### config.mk
export PLATFORM = sky130hd
export DESIGN_NAME = tap_port
export DESIGN_NICKNAME = d
export VERILOG_FILES = /design/src/rtl/tap_pkg.sv /design/src/rtl/tap_fsm.sv /design/src/rtl/tap_ir.sv /design/src/rtl/tap_bsr.sv /design/src/rtl/tap_port.sv
export SDC_FILE = /design/constraint.sdc
export NUM_CORES = 1
export LEC_CHECK = 0
export BUFFER_PORTS_ARGS = -buffer_cell sky130_fd_sc_hd__buf_4
export CAP_MARGIN = 15
export CORE_MARGIN = 4
export CORE_UTILIZATION = 60
export DETAILED_ROUTE_END_ITERATION = 10
export PLACE_DENSITY = 0.79
export SLEW_MARGIN = 30
export SYNTH_ARGS = -nofsm -noshare
export SYNTH_HDL_FRONTEND = slang
export SYNTH_HIERARCHICAL = 1
export SYNTH_SLANG_ARGS = --single-unit
### constraint.sdc
create_clock -name test_clk -period 5.4 [get_ports test_clk]
set_input_delay 0.81 -clock test_clk [delete_from_list [all_inputs] [get_ports test_clk]]
set_output_delay 0.81 -clock test_clk [all_outputs]
set_load 0.005 [all_outputs]
### src/rtl/tap_pkg.sv
package tap_pkg;

  typedef enum logic [3:0] {
    ST_RESET, ST_IDLE,
    ST_DR_SEL, ST_DR_CAP, ST_DR_SHIFT, ST_DR_EXIT1, ST_DR_PAUSE, ST_DR_EXIT2, ST_DR_UPD,
    ST_IR_SEL, ST_IR_CAP, ST_IR_SHIFT, ST_IR_EXIT1, ST_IR_PAUSE, ST_IR_EXIT2, ST_IR_UPD
  } tap_st_t;

  typedef enum logic [1:0] {
    OP_EXT, OP_SAMPLE, OP_IDENT, OP_BYPASS
  } op_t;

  localparam int OPC_W = 2;
  localparam logic [OPC_W-1:0] OPC_CAPTURE = 2'b01;

  function automatic op_t decode_opc(input logic [OPC_W-1:0] code);
    case (code)
      2'b00:   return OP_EXT;
      2'b01:   return OP_SAMPLE;
      default: return OP_BYPASS;
    endcase
  endfunction

endpackage

### src/rtl/tap_fsm.sv
module tap_fsm
  import tap_pkg::*;
(
  input  logic    test_clk,
  input  logic    test_rst_n,
  input  logic    mode_sel,
  output tap_st_t st
);

  tap_st_t nxt;

  always_comb begin
    case (st)
      ST_RESET:    nxt = mode_sel ? ST_RESET    : ST_IDLE;
      ST_IDLE:     nxt = mode_sel ? ST_DR_SEL   : ST_IDLE;
      ST_DR_SEL:   nxt = mode_sel ? ST_IR_SEL   : ST_DR_CAP;
      ST_DR_CAP:   nxt = mode_sel ? ST_DR_EXIT1 : ST_DR_SHIFT;
      ST_DR_SHIFT: nxt = mode_sel ? ST_DR_EXIT1 : ST_DR_SHIFT;
      ST_DR_EXIT1: nxt = mode_sel ? ST_DR_UPD   : ST_DR_PAUSE;
      ST_DR_PAUSE: nxt = mode_sel ? ST_DR_EXIT2 : ST_DR_PAUSE;
      ST_DR_EXIT2: nxt = mode_sel ? ST_DR_UPD   : ST_DR_SHIFT;
      ST_DR_UPD:   nxt = mode_sel ? ST_DR_SEL   : ST_IDLE;
      ST_IR_SEL:   nxt = mode_sel ? ST_RESET    : ST_IR_CAP;
      ST_IR_CAP:   nxt = mode_sel ? ST_IR_EXIT1 : ST_IR_SHIFT;
      ST_IR_SHIFT: nxt = mode_sel ? ST_IR_EXIT1 : ST_IR_SHIFT;
      ST_IR_EXIT1: nxt = mode_sel ? ST_IR_UPD   : ST_IR_PAUSE;
      ST_IR_PAUSE: nxt = mode_sel ? ST_IR_EXIT2 : ST_IR_PAUSE;
      ST_IR_EXIT2: nxt = mode_sel ? ST_IR_UPD   : ST_IR_SHIFT;
      ST_IR_UPD:   nxt = mode_sel ? ST_DR_SEL   : ST_IDLE;
      default:     nxt = ST_RESET;
    endcase
  end

  always_ff @(posedge test_clk or negedge test_rst_n) begin
    if (!test_rst_n) st <= ST_RESET;
    else             st <= nxt;
  end

  // run of consecutive high mode_sel samples, saturating, for the checker
  localparam int ONES_MAX = 5;
  logic [2:0] ones_cnt;
  always_ff @(posedge test_clk or negedge test_rst_n) begin
    if (!test_rst_n)                  ones_cnt <= '0;
    else if (!mode_sel)               ones_cnt <= '0;
    else if (ones_cnt != 3'(ONES_MAX)) ones_cnt <= ones_cnt + 3'd1;
  end


  tlr_reach_chk: assert property (@(posedge test_clk) disable iff (!test_rst_n)
    (mode_sel && ones_cnt >= 3'(ONES_MAX - 1)) |=> (st == ST_RESET));

endmodule

### src/rtl/tap_ir.sv
module tap_ir
  import tap_pkg::*;
(
  input  logic    test_clk,
  input  logic    test_rst_n,
  input  tap_st_t st,
  input  logic    scan_in,
  output logic    ir_lsb,
  output op_t     op
);

  logic [OPC_W-1:0] ir_sh;

  always_ff @(posedge test_clk or negedge test_rst_n) begin
    if (!test_rst_n)              ir_sh <= OPC_CAPTURE;
    else if (st == ST_IR_CAP)     ir_sh <= OPC_CAPTURE;
    else if (st == ST_IR_SHIFT)   ir_sh <= {scan_in, ir_sh[OPC_W-1:1]};
  end

  assign ir_lsb = ir_sh[0];

  always_ff @(negedge test_clk or negedge test_rst_n) begin
    if (!test_rst_n)            op <= OP_IDENT;
    else if (st == ST_RESET)    op <= OP_IDENT;
    else if (st == ST_IR_UPD)   op <= decode_opc(ir_sh);
  end


  ir_capture_chk: assert property (@(posedge test_clk) disable iff (!test_rst_n)
    (st == ST_IR_CAP) |=> (ir_sh == OPC_CAPTURE));


  ir_decode_chk: assert property (@(posedge test_clk) disable iff (!test_rst_n)
    (st == ST_IR_UPD) |=> (op == decode_opc($past(ir_sh))));

endmodule

### src/rtl/tap_bsr.sv
module tap_bsr
  import tap_pkg::*;
#(
  parameter int N_IN  = 3,
  parameter int N_OUT = 3
) (
  input  logic             test_clk,
  input  logic             test_rst_n,
  input  tap_st_t          st,
  input  logic             scan_in,
  input  logic             active,
  input  logic             ext_sel,
  input  logic [N_IN-1:0]  sys_in,
  input  logic [N_OUT-1:0] core_out,
  output logic [N_OUT-1:0] pad_out,
  output logic             chain_lsb
);

  localparam int LEN = N_IN + N_OUT;

  logic [LEN-1:0]   sr;
  logic [LEN:0]     feed;
  logic [LEN-1:0]   cap_vec;
  logic [N_OUT-1:0] upd;

  assign feed    = {scan_in, sr};
  assign cap_vec = {pad_out, sys_in};

  for (genvar g = 0; g < LEN; g++) begin : g_cell
    logic q;
    always_ff @(posedge test_clk or negedge test_rst_n) begin
      if (!test_rst_n)                        q <= 1'b0;
      else if (active && st == ST_DR_CAP)     q <= cap_vec[g];
      else if (active && st == ST_DR_SHIFT)   q <= feed[g+1];
    end
    assign sr[g] = q;
  end

  for (genvar k = 0; k < N_OUT; k++) begin : g_upd
    logic u;
    always_ff @(negedge test_clk or negedge test_rst_n) begin
      if (!test_rst_n)                    u <= 1'b0;
      else if (active && st == ST_DR_UPD) u <= sr[N_IN+k];
    end
    assign upd[k] = u;
  end

  assign pad_out   = ext_sel ? upd : core_out;
  assign chain_lsb = sr[0];


  bsr_capture_chk: assert property (@(posedge test_clk) disable iff (!test_rst_n)
    (active && st == ST_DR_CAP) |=> (sr == $past(cap_vec)));

endmodule

### src/rtl/tap_port.sv
module tap_port
  import tap_pkg::*;
#(
  parameter int          N_IN    = 3,
  parameter int          N_OUT   = 3,
  parameter logic [31:0] ID_CODE = 32'h0A5C_3001
) (
  input  logic             test_clk,
  input  logic             test_rst_n,
  input  logic             mode_sel,
  input  logic             scan_in,
  output logic             scan_out,
  output logic             scan_out_en,
  input  logic [N_IN-1:0]  sys_in,
  input  logic [N_OUT-1:0] core_out,
  output logic [N_OUT-1:0] pad_out,
  output logic             bsr_drive
);

  localparam int          ID_W   = 32;
  localparam logic [31:0] ID_VAL = ID_CODE | 32'd1;

  tap_st_t st;
  op_t     op;
  logic    ir_lsb;
  logic    chain_lsb;
  logic    bsr_active;
  logic    byp_q;
  logic [ID_W-1:0] id_sh;
  logic    sel_bit;

  tap_fsm u_fsm (
    .test_clk   (test_clk),
    .test_rst_n (test_rst_n),
    .mode_sel   (mode_sel),
    .st         (st)
  );

  tap_ir u_ir (
    .test_clk   (test_clk),
    .test_rst_n (test_rst_n),
    .st         (st),
    .scan_in    (scan_in),
    .ir_lsb     (ir_lsb),
    .op         (op)
  );

  assign bsr_active = (op == OP_EXT) || (op == OP_SAMPLE);
  assign bsr_drive  = (op == OP_EXT);

  tap_bsr #(.N_IN(N_IN), .N_OUT(N_OUT)) u_bsr (
    .test_clk   (test_clk),
    .test_rst_n (test_rst_n),
    .st         (st),
    .scan_in    (scan_in),
    .active     (bsr_active),
    .ext_sel    (bsr_drive),
    .sys_in     (sys_in),
    .core_out   (core_out),
    .pad_out    (pad_out),
    .chain_lsb  (chain_lsb)
  );

  always_ff @(posedge test_clk or negedge test_rst_n) begin
    if (!test_rst_n)              byp_q <= 1'b0;
    else if (st == ST_DR_CAP)     byp_q <= 1'b0;
    else if (st == ST_DR_SHIFT)   byp_q <= scan_in;
  end

  always_ff @(posedge test_clk or negedge test_rst_n) begin
    if (!test_rst_n)                                id_sh <= ID_VAL;
    else if (op == OP_IDENT && st == ST_DR_CAP)     id_sh <= ID_VAL;
    else if (op == OP_IDENT && st == ST_DR_SHIFT)   id_sh <= {scan_in, id_sh[ID_W-1:1]};
  end

  always_comb begin
    case (op)
      OP_EXT, OP_SAMPLE: sel_bit = chain_lsb;
      OP_IDENT:          sel_bit = id_sh[0];
      default:           sel_bit = byp_q;
    endcase
  end

  always_ff @(negedge test_clk or negedge test_rst_n) begin
    if (!test_rst_n) begin
      scan_out    <= 1'b0;
      scan_out_en <= 1'b0;
    end else begin
      scan_out_en <= (st == ST_IR_SHIFT) || (st == ST_DR_SHIFT);
      if (st == ST_IR_SHIFT)      scan_out <= ir_lsb;
      else if (st == ST_DR_SHIFT) scan_out <= sel_bit;
    end
  end


  oe_window_chk: assert property (@(posedge test_clk) disable iff (!test_rst_n)
    scan_out_en |-> (st == ST_IR_SHIFT || st == ST_DR_SHIFT));


  oe_missing_chk: assert property (@(posedge test_clk) disable iff (!test_rst_n)
    (st == ST_IR_SHIFT || st == ST_DR_SHIFT) |-> scan_out_en);

endmodule

# Word-level counts from Yosys, hierarchy flattened
# Cells that the tools add are included.
# op_classes
eq_ne,18
n_mux,38
n_reduce_logical,20
# ops
operator,n
32-bit two-way mux,2
4-bit one-hot mux with 12 select lines,1
"4-bit equality test, second input constant",8
1-bit two-way mux,19
"4-bit by 3-bit equality test with 1-bit output, second input constant",4
4-bit two-way mux,4
2-bit two-way mux,7
2-bit nonzero test,6
3-bit two-way mux,3
"4-bit by 2-bit equality test with 1-bit output, second input constant",2
2-bit OR reduction,3
1-bit logical AND,5
"2-bit by 1-bit equality test with 1-bit output, second input constant",2
"4-bit by 1-bit equality test with 1-bit output, second input constant",1
2-bit zero test,2
4-bit zero test,1
2-bit one-hot mux with 2 select lines,1
3-bit OR reduction,1
"2-bit equality test, second input constant",1
1-bit logical OR,2
1-bit one-hot mux with 2 select lines,1
# totals
reg_bits,52
in_bits,10
elab_cells,92

# Logic depth before layout (Yosys ltp)
# Gate-level depths: netlist (run 1).
# depth
depth_word,5
ltp_mapped,5

# By module
# The synthesis (run 1) kept the hierarchy.
# modules_own_cells
module,instances,cells_per_inst,area_per_inst_um2
tap_port,1,148,1620.3
tap_bsr,1,47,530.5
tap_fsm,1,40,315.3
tap_ir,1,22,206.4

==> results.py, run 1 <==
metrics = {
    "status": {
        "outcome": "finished, final reports clean",
    },
    "clock_network": {
        "cts-buffers-inserted": 5,
        "cts_root_buf": "clkbuf_8",
        "cts_tree": "done",
        "post_cts_buffers": 0,
        "cts.clk_slew.worst_paths_ns": 0.10,
        "clk_latency_ns": 0.36,
        "postCtsHoldBufs": 0,
        "clock_path_buffers": 2,
        "ctsResizeCount": 0,
        "htreeDepth": 2,
        "clock-sinks": 52,
    },
    "worst_setup_path": {
        "cp-start-kind": "flip-flop",
        "r2r_cells": 4,
        "cp_slowest_cell": "dfrtn_1",
        "cp-end-kind": "primary output",
        "required_ns": 4.59,
        "crit_type": "reg -> out",
        "crit_fanout": 6,
        "cpPeakStageDelay_ns": 0.45,
        "crit_family": "flip-flops",
        "arrival_ns": 4.31,
        "path_depth": 3,
        "crit_chain": "nor2_1 > mux2_2 > buf_4",
        "rrSetupSlack_ns": 0.84,
        "path_buf_inv": 1,
    },
    "yosys": {
        "synth_flop_cell": "dfrtp_1",
        "synth.distinct_cells": 48,
        "yosysSeqAreaShare_pct": 49.2,
        "yosys_warnings": 6,
        "synth_area_um2": 2670,
        "synth_nets": 267,
        "async_flop_share_pct": 100,
        "synthCells": 257,
        "synth-seq-cells": 52,
        "synth_edf_count": 0,
        "syn_avg_cell_area_um2": 10.4,
    },
    "global_route": {
        "grt_pass1_wl_mm": 7.87,
        "grt_pass1_vias": 1750,
        "grt_max_degree": 40,
        "gr-total-overflow": 0,
        "grt_antenna_before_repair": 0,
        "track_usage_pct": 18.4,
    },
    "job": {
        "drv_cap": 0,
    },
    "routing": {
        "vias_per_cell": 5.57,
        "routedWlPerCell_um": 14.3,
        "drc": 0,
        "ant_nets": 0,
        "m1WireLength_mm": 2.18,
        "wl_met2_mm": 2.23,
        "drt-initial-drc-count": 116,
        "drt_first_pass_iters": 4,
        "met3_length_um": 145,
        "routed_wl_mm": 4.68,
        "routed.top_layer": "met4",
        "via_count": 1823,
    },
    "power_and_ir_drop": {
        "p_sw_mw": 0.557,
        "intPower_mw": 0.988,
        "power_frac_comb_pct": 37.0,
        "power_mw": 1.54,
        "cellPowerDensity_nw_per_um2": 523,
        "seqPwrFrac_pct": 44.3,
        "p_leak_nw": 1.32,
        "clkPwrFrac_pct": 18.8,
        "ir_worst_vdd_mv": 0.292,
        "swShare_pct": 36.1,
    },
    "die": {
        "fp-row-count": 24,
        "dieArea_um2": 5590,
        "initial_core_util_pct": 61.8,
        "core_area_um2": 4320,
        "die_x_um": 74.7,
        "ios": 16,
        "die_y_um": 74.7,
    },
    "sta": {
        "max_slew_margin_pct": 59.2,
        "hold_viol_final": 0,
        "fin_ws_ns": 0.284,
        "skew_ns": 0.0510,
        "maxSlewViolCount": 0,
        "worst_pin_slew_ns": 0.604,
        "setup_viol_count_final": 0,
        "setup_tns_ns": 0,
        "hold_slack_ns": 0.456,
        "rsz0062_at_grt": "no",
    },
    "cells_and_area": {
        "syn2layout_area_growth_pct": 10.5,
        "final_cells": 327,
        "drive_gt1_share_pct": 20.7,
        "fin_util_pct": 68.3,
        "stdcell_area_um2": 2950,
        "diodes": 0,
        "nNetsFinal": 284,
    },
    "placement": {
        "place_inst": 319,
        "pre_cts_ws_ns": 0.651,
        "portBuffers": 15,
        "dp_hpwl_mm": 3.08,
        "post_dp_cell_area_um2": 2830,
        "place_congestion": 0.753,
    },
    "hold_path": {
        "hp-class": "in -> async",
    },
}
## power by group through the flow
| stage | combinational (mW) | sequential, mW | clock [mW] |
|---|---|---|---|
| finish | 0.571 | 0.684 | 0.290 |
| global route | 0.641 | 0.707 | 0.308 |
| CTS | 0.579 | 0.683 | 0.295 |
| detailed placement | 0.575 | 0.691 | 0.00232 |
| global placement | 0.557 | 0.684 | 0.00232 |
| floorplan | 0.464 | 0.657 | 0.00232 |
## cell families (layout without fill, tap and decap cells)
kind of cell           count (synthesis)  count (layout)  share of synthesized area, %
XOR/XNOR                               1               1                         0.328
AND/OR/NAND/NOR                       93              93                          19.1
multiplexers                          38              38                          15.4
buffers and inverters                 44              62                          7.58
AO/OA/AOI/OAI                         29              29                          8.43
flip-flops                            52              52                          49.2
## layer usage
layer | vias to the layer above | global-route usage [%]
met4 | 0 | 8.50
met2 | 25 | 30.0
met3 | 10 | 4.14
met1 | 882 | 23.6
met5 | - | 0
li1 | 906 | -
## cell usage after synthesis, drive strengths merged (3+ instances only)
master / instances / area [µm²]
nand3b: 3 / 22.5
nand2b: 6 / 37.5
nand3: 14 / 70.1
o21ai: 7 / 35.0
o311ai: 6 / 52.6
clkbuf: 3 / 11.3
nor2: 4 / 15.0
dfstp: 11 / 289
inv: 32 / 120
a21oi: 5 / 25.0
nand2: 42 / 158
nor2b: 5 / 31.3
buf: 9 / 71.3
dfrtn: 6 / 150
dfrtp: 35 / 876
mux2i: 23 / 230
nor4b: 3 / 41.3
mux2: 15 / 180
## placed cells by master (no fill, tap or decap), types with 2 or more instances in the layout
cell type / n
nor3b_1: 2
mux2_4: 3
nor2_1: 4
dfrtn_1: 6
mux2_1: 6
nand3b_1: 3
nand3_1: 14
nor3_1: 2
mux2_2: 6
mux2i_1: 23
nor4b_1: 2
o311ai_0: 4
o21ai_0: 6
nand2_1: 42
inv_1: 32
nor2b_1: 5
dfstp_2: 11
o22ai_1: 2
buf_4: 21
nand2b_1: 6
dfrtp_1: 35
clkbuf_8: 6
a31oi_1: 2
nand4b_1: 2
a21oi_1: 5
o311ai_1: 2
## layout make-up
cell class | count | area (µm²)
clock inverters | 3 | 42.5
clock buffers | 6 | 82.6
fillers | 335 | 1370
well taps | 52 | 65.1
inverters | 31 | 116
flip-flops and latches | 52 | 1320
multi-input cells | 161 | 1150
repair buffers | 22 | 178
## flip-flops by register name, summed over array words and instances, names as in the netlist
name             flops
id_sh               32
u_bsr/g_cell.q       5
u_fsm/st             4
u_bsr/g_upd.u        3
u_ir/ir_sh           2
u_ir/op              2
byp_q                1
scan_out             1
scan_out_en          1
u_bsr/chain_lsb      1
## path summary, 6_finish.rpt
path | from | end
worst max-delay path | u_ir/op[0] | pad_out[1]
worst min-delay path | test_rst_n | id_sh[7]
worst max register to register | u_ir/op[1] | id_sh[18]
worst min register to register | u_bsr/g_upd[0].u | u_bsr/g_upd[0].u
max in group asynchronous | test_rst_n | u_ir/op[1]
min in group test_clk | u_bsr/g_upd[0].u | u_bsr/g_upd[0].u
No activity file was read; power rests on OpenSTA's default activity.
==> run 2, diff against run 1 <==
- CORE_ASPECT_RATIO: unset -> 0.6
==> run 2 against run 1 <==
  * Critical path type unchanged
  * Register-to-register slack about the same
  * Total power is 3.2% lower
  * Sequential power down 2%
  * Non-clock buffer count unchanged
  * Final area is 0.47% lower
  * Worst setup slack improved by 0.0092 ns
  * Clock power decreased by 17%
==> results.py, run 2 (synthesis results as in run 1) <==
metrics = {
    "cells_and_area": {
        "reg.largest.list": "id_sh (32), u_bsr/g_cell.q (5), u_fsm/st (4)",
        "drive_gt1_share_pct": 20.7,
        "layout_commonest_cell": "nand2_1",
        "final_cell_mix": "nand2_1 (42), dfrtp_1 (35), inv_1 (32)",
        "syn2layout_area_growth_pct": 10.0,
        "nNetsFinal": 284,
        "fin_util_pct": 69.8,
        "diodes": 0,
        "largest_reg_flops": 32,
        "regMostFlops": "id_sh",
    },
    "worst_setup_path": {
        "arrival_ns": 4.30,
        "cp-start-kind": "flip-flop",
        "r2r_cells": 4,
        "crit_type": "reg -> out",
        "crit_fanout": 6,
        "required_ns": 4.59,
        "cp-end-kind": "primary output",
    },
    "clock_network": {
        "clock-sinks": 52,
        "cts.clk_slew.worst_paths_ns": 0.06,
        "cts-buffers-inserted": 5,
        "clock_path_buffers": 2,
        "cts_tree": "done",
        "post_cts_buffers": 0,
        "cts_root_buf": "clkbuf_8",
        "clk_latency_ns": 0.36,
        "postCtsHoldBufs": 0,
        "htreeDepth": 2,
        "ctsResizeCount": 0,
    },
    "die": {
        "core_area_um2": 4210,
        "fp-row-count": 18,
        "initial_core_util_pct": 63.5,
        "dieArea_um2": 5620,
        "die_y_um": 59.7,
        "die_x_um": 94.2,
        "ios": 16,
    },
    "hold_path": {
        "hp-class": "reg -> reg",
        "min_path_cells": 1,
    },
    "global_route": {
        "grt_pass1_wl_mm": 8.11,
        "track_usage_pct": 18.6,
        "gr-total-overflow": 0,
        "grt_antenna_before_repair": 0,
        "grt_max_degree": 53,
        "grt_pass1_vias": 1731,
    },
    "sta": {
        "rsz0062_at_grt": "no",
        "setup_tns_ns": 0,
        "max_slew_margin_pct": 44.4,
        "hold_viol_final": 0,
        "worst_pin_slew_ns": 0.823,
        "skew_ns": 0.0583,
        "setup_viol_count_final": 0,
        "maxSlewViolCount": 0,
    },
    "placement": {
        "dp_hpwl_mm": 3.02,
        "portBuffers": 15,
        "place_congestion": 0.816,
    },
    "status": {
        "outcome": "finished, final reports clean",
    },
    "routing": {
        "ant_nets": 0,
        "drt-initial-drc-count": 70,
        "routed_wl_mm": 4.54,
        "drc": 0,
        "routedWlPerCell_um": 13.6,
        "drt_first_pass_iters": 4,
        "via_count": 1823,
        "vias_per_cell": 5.44,
    },
    "power_and_ir_drop": {
        "ir_worst_vdd_mv": 0.205,
        "cellPowerDensity_nw_per_um2": 509,
        "p_leak_nw": 1.30,
    },
    "job": {
        "drv_cap": 0,
    },
}
==> run 2: routing by layer <==
| layer | track usage, % | part of all wire (%) | vias up |
|---|---|---|---|
| li1 | - | - | 910 |
| met1 | 28.2 | 53 | 871 |
| met2 | 26.7 | 42 | 37 |
| met3 | 4.28 | 4.1 | 5 |
| met4 | 5.76 | 0.88 | 0 |
| met5 | 0 | 0 | - |
==> run 2: report_power, final <==
| group | switching [mW] | internal, mW | leakage (nW) |
|---|---|---|---|
| Combinational | 0.302 | 0.285 | 0.618 |
| Sequential | 0.116 | 0.554 | 0.638 |
| Clock | 0.135 | 0.105 | 0.0488 |
==> run 2: final timing paths <==
path                                       start               end  slack [ns]
worst max register to register        u_ir/op[1]         id_sh[18]        0.84
worst min register to register  u_bsr/g_upd[0].u  u_bsr/g_upd[0].u        0.47
max in group asynchronous             test_rst_n        u_ir/op[1]        1.81
min in group asynchronous             test_rst_n       u_fsm/st[1]        0.51
worst max-delay path                  u_ir/op[0]        pad_out[0]        0.29
worst min-delay path            u_bsr/g_upd[0].u  u_bsr/g_upd[0].u        0.47
==> run 2: cell type report <==
cell class | instances | area (µm²)
fillers | 319 | 1270
clock inverters | 3 | 18.8
clock buffers | 6 | 82.6
inverters | 31 | 116
repair buffers | 22 | 178
multi-input cells | 161 | 1150
well taps | 60 | 75.1
flip-flops and latches | 52 | 1320
==> run 2: through the flow <==
step / cell area [µm²] / hold slack, ns / setup slack, ns / std cells / total power, mW
floorplan: 2670 / 0.436 / 0.854 / 257 / 1.12
global placement: 2840 / 0.460 / 0.646 / 327 / 1.24
detailed placement: 2840 / 0.458 / 0.627 / 327 / 1.27
CTS: 2940 / 0.462 / 0.296 / 335 / 1.50
global route: 2940 / 0.481 / 0.209 / 335 / 1.62
finish: 2940 / 0.467 / 0.293 / 335 / 1.50
==> run 2: worst max-delay path, stage by stage (launching register included) <==
cell     delay, ns
dfrtn_1       0.43
nor2_1        0.32
mux2_2        0.40
buf_4         0.14
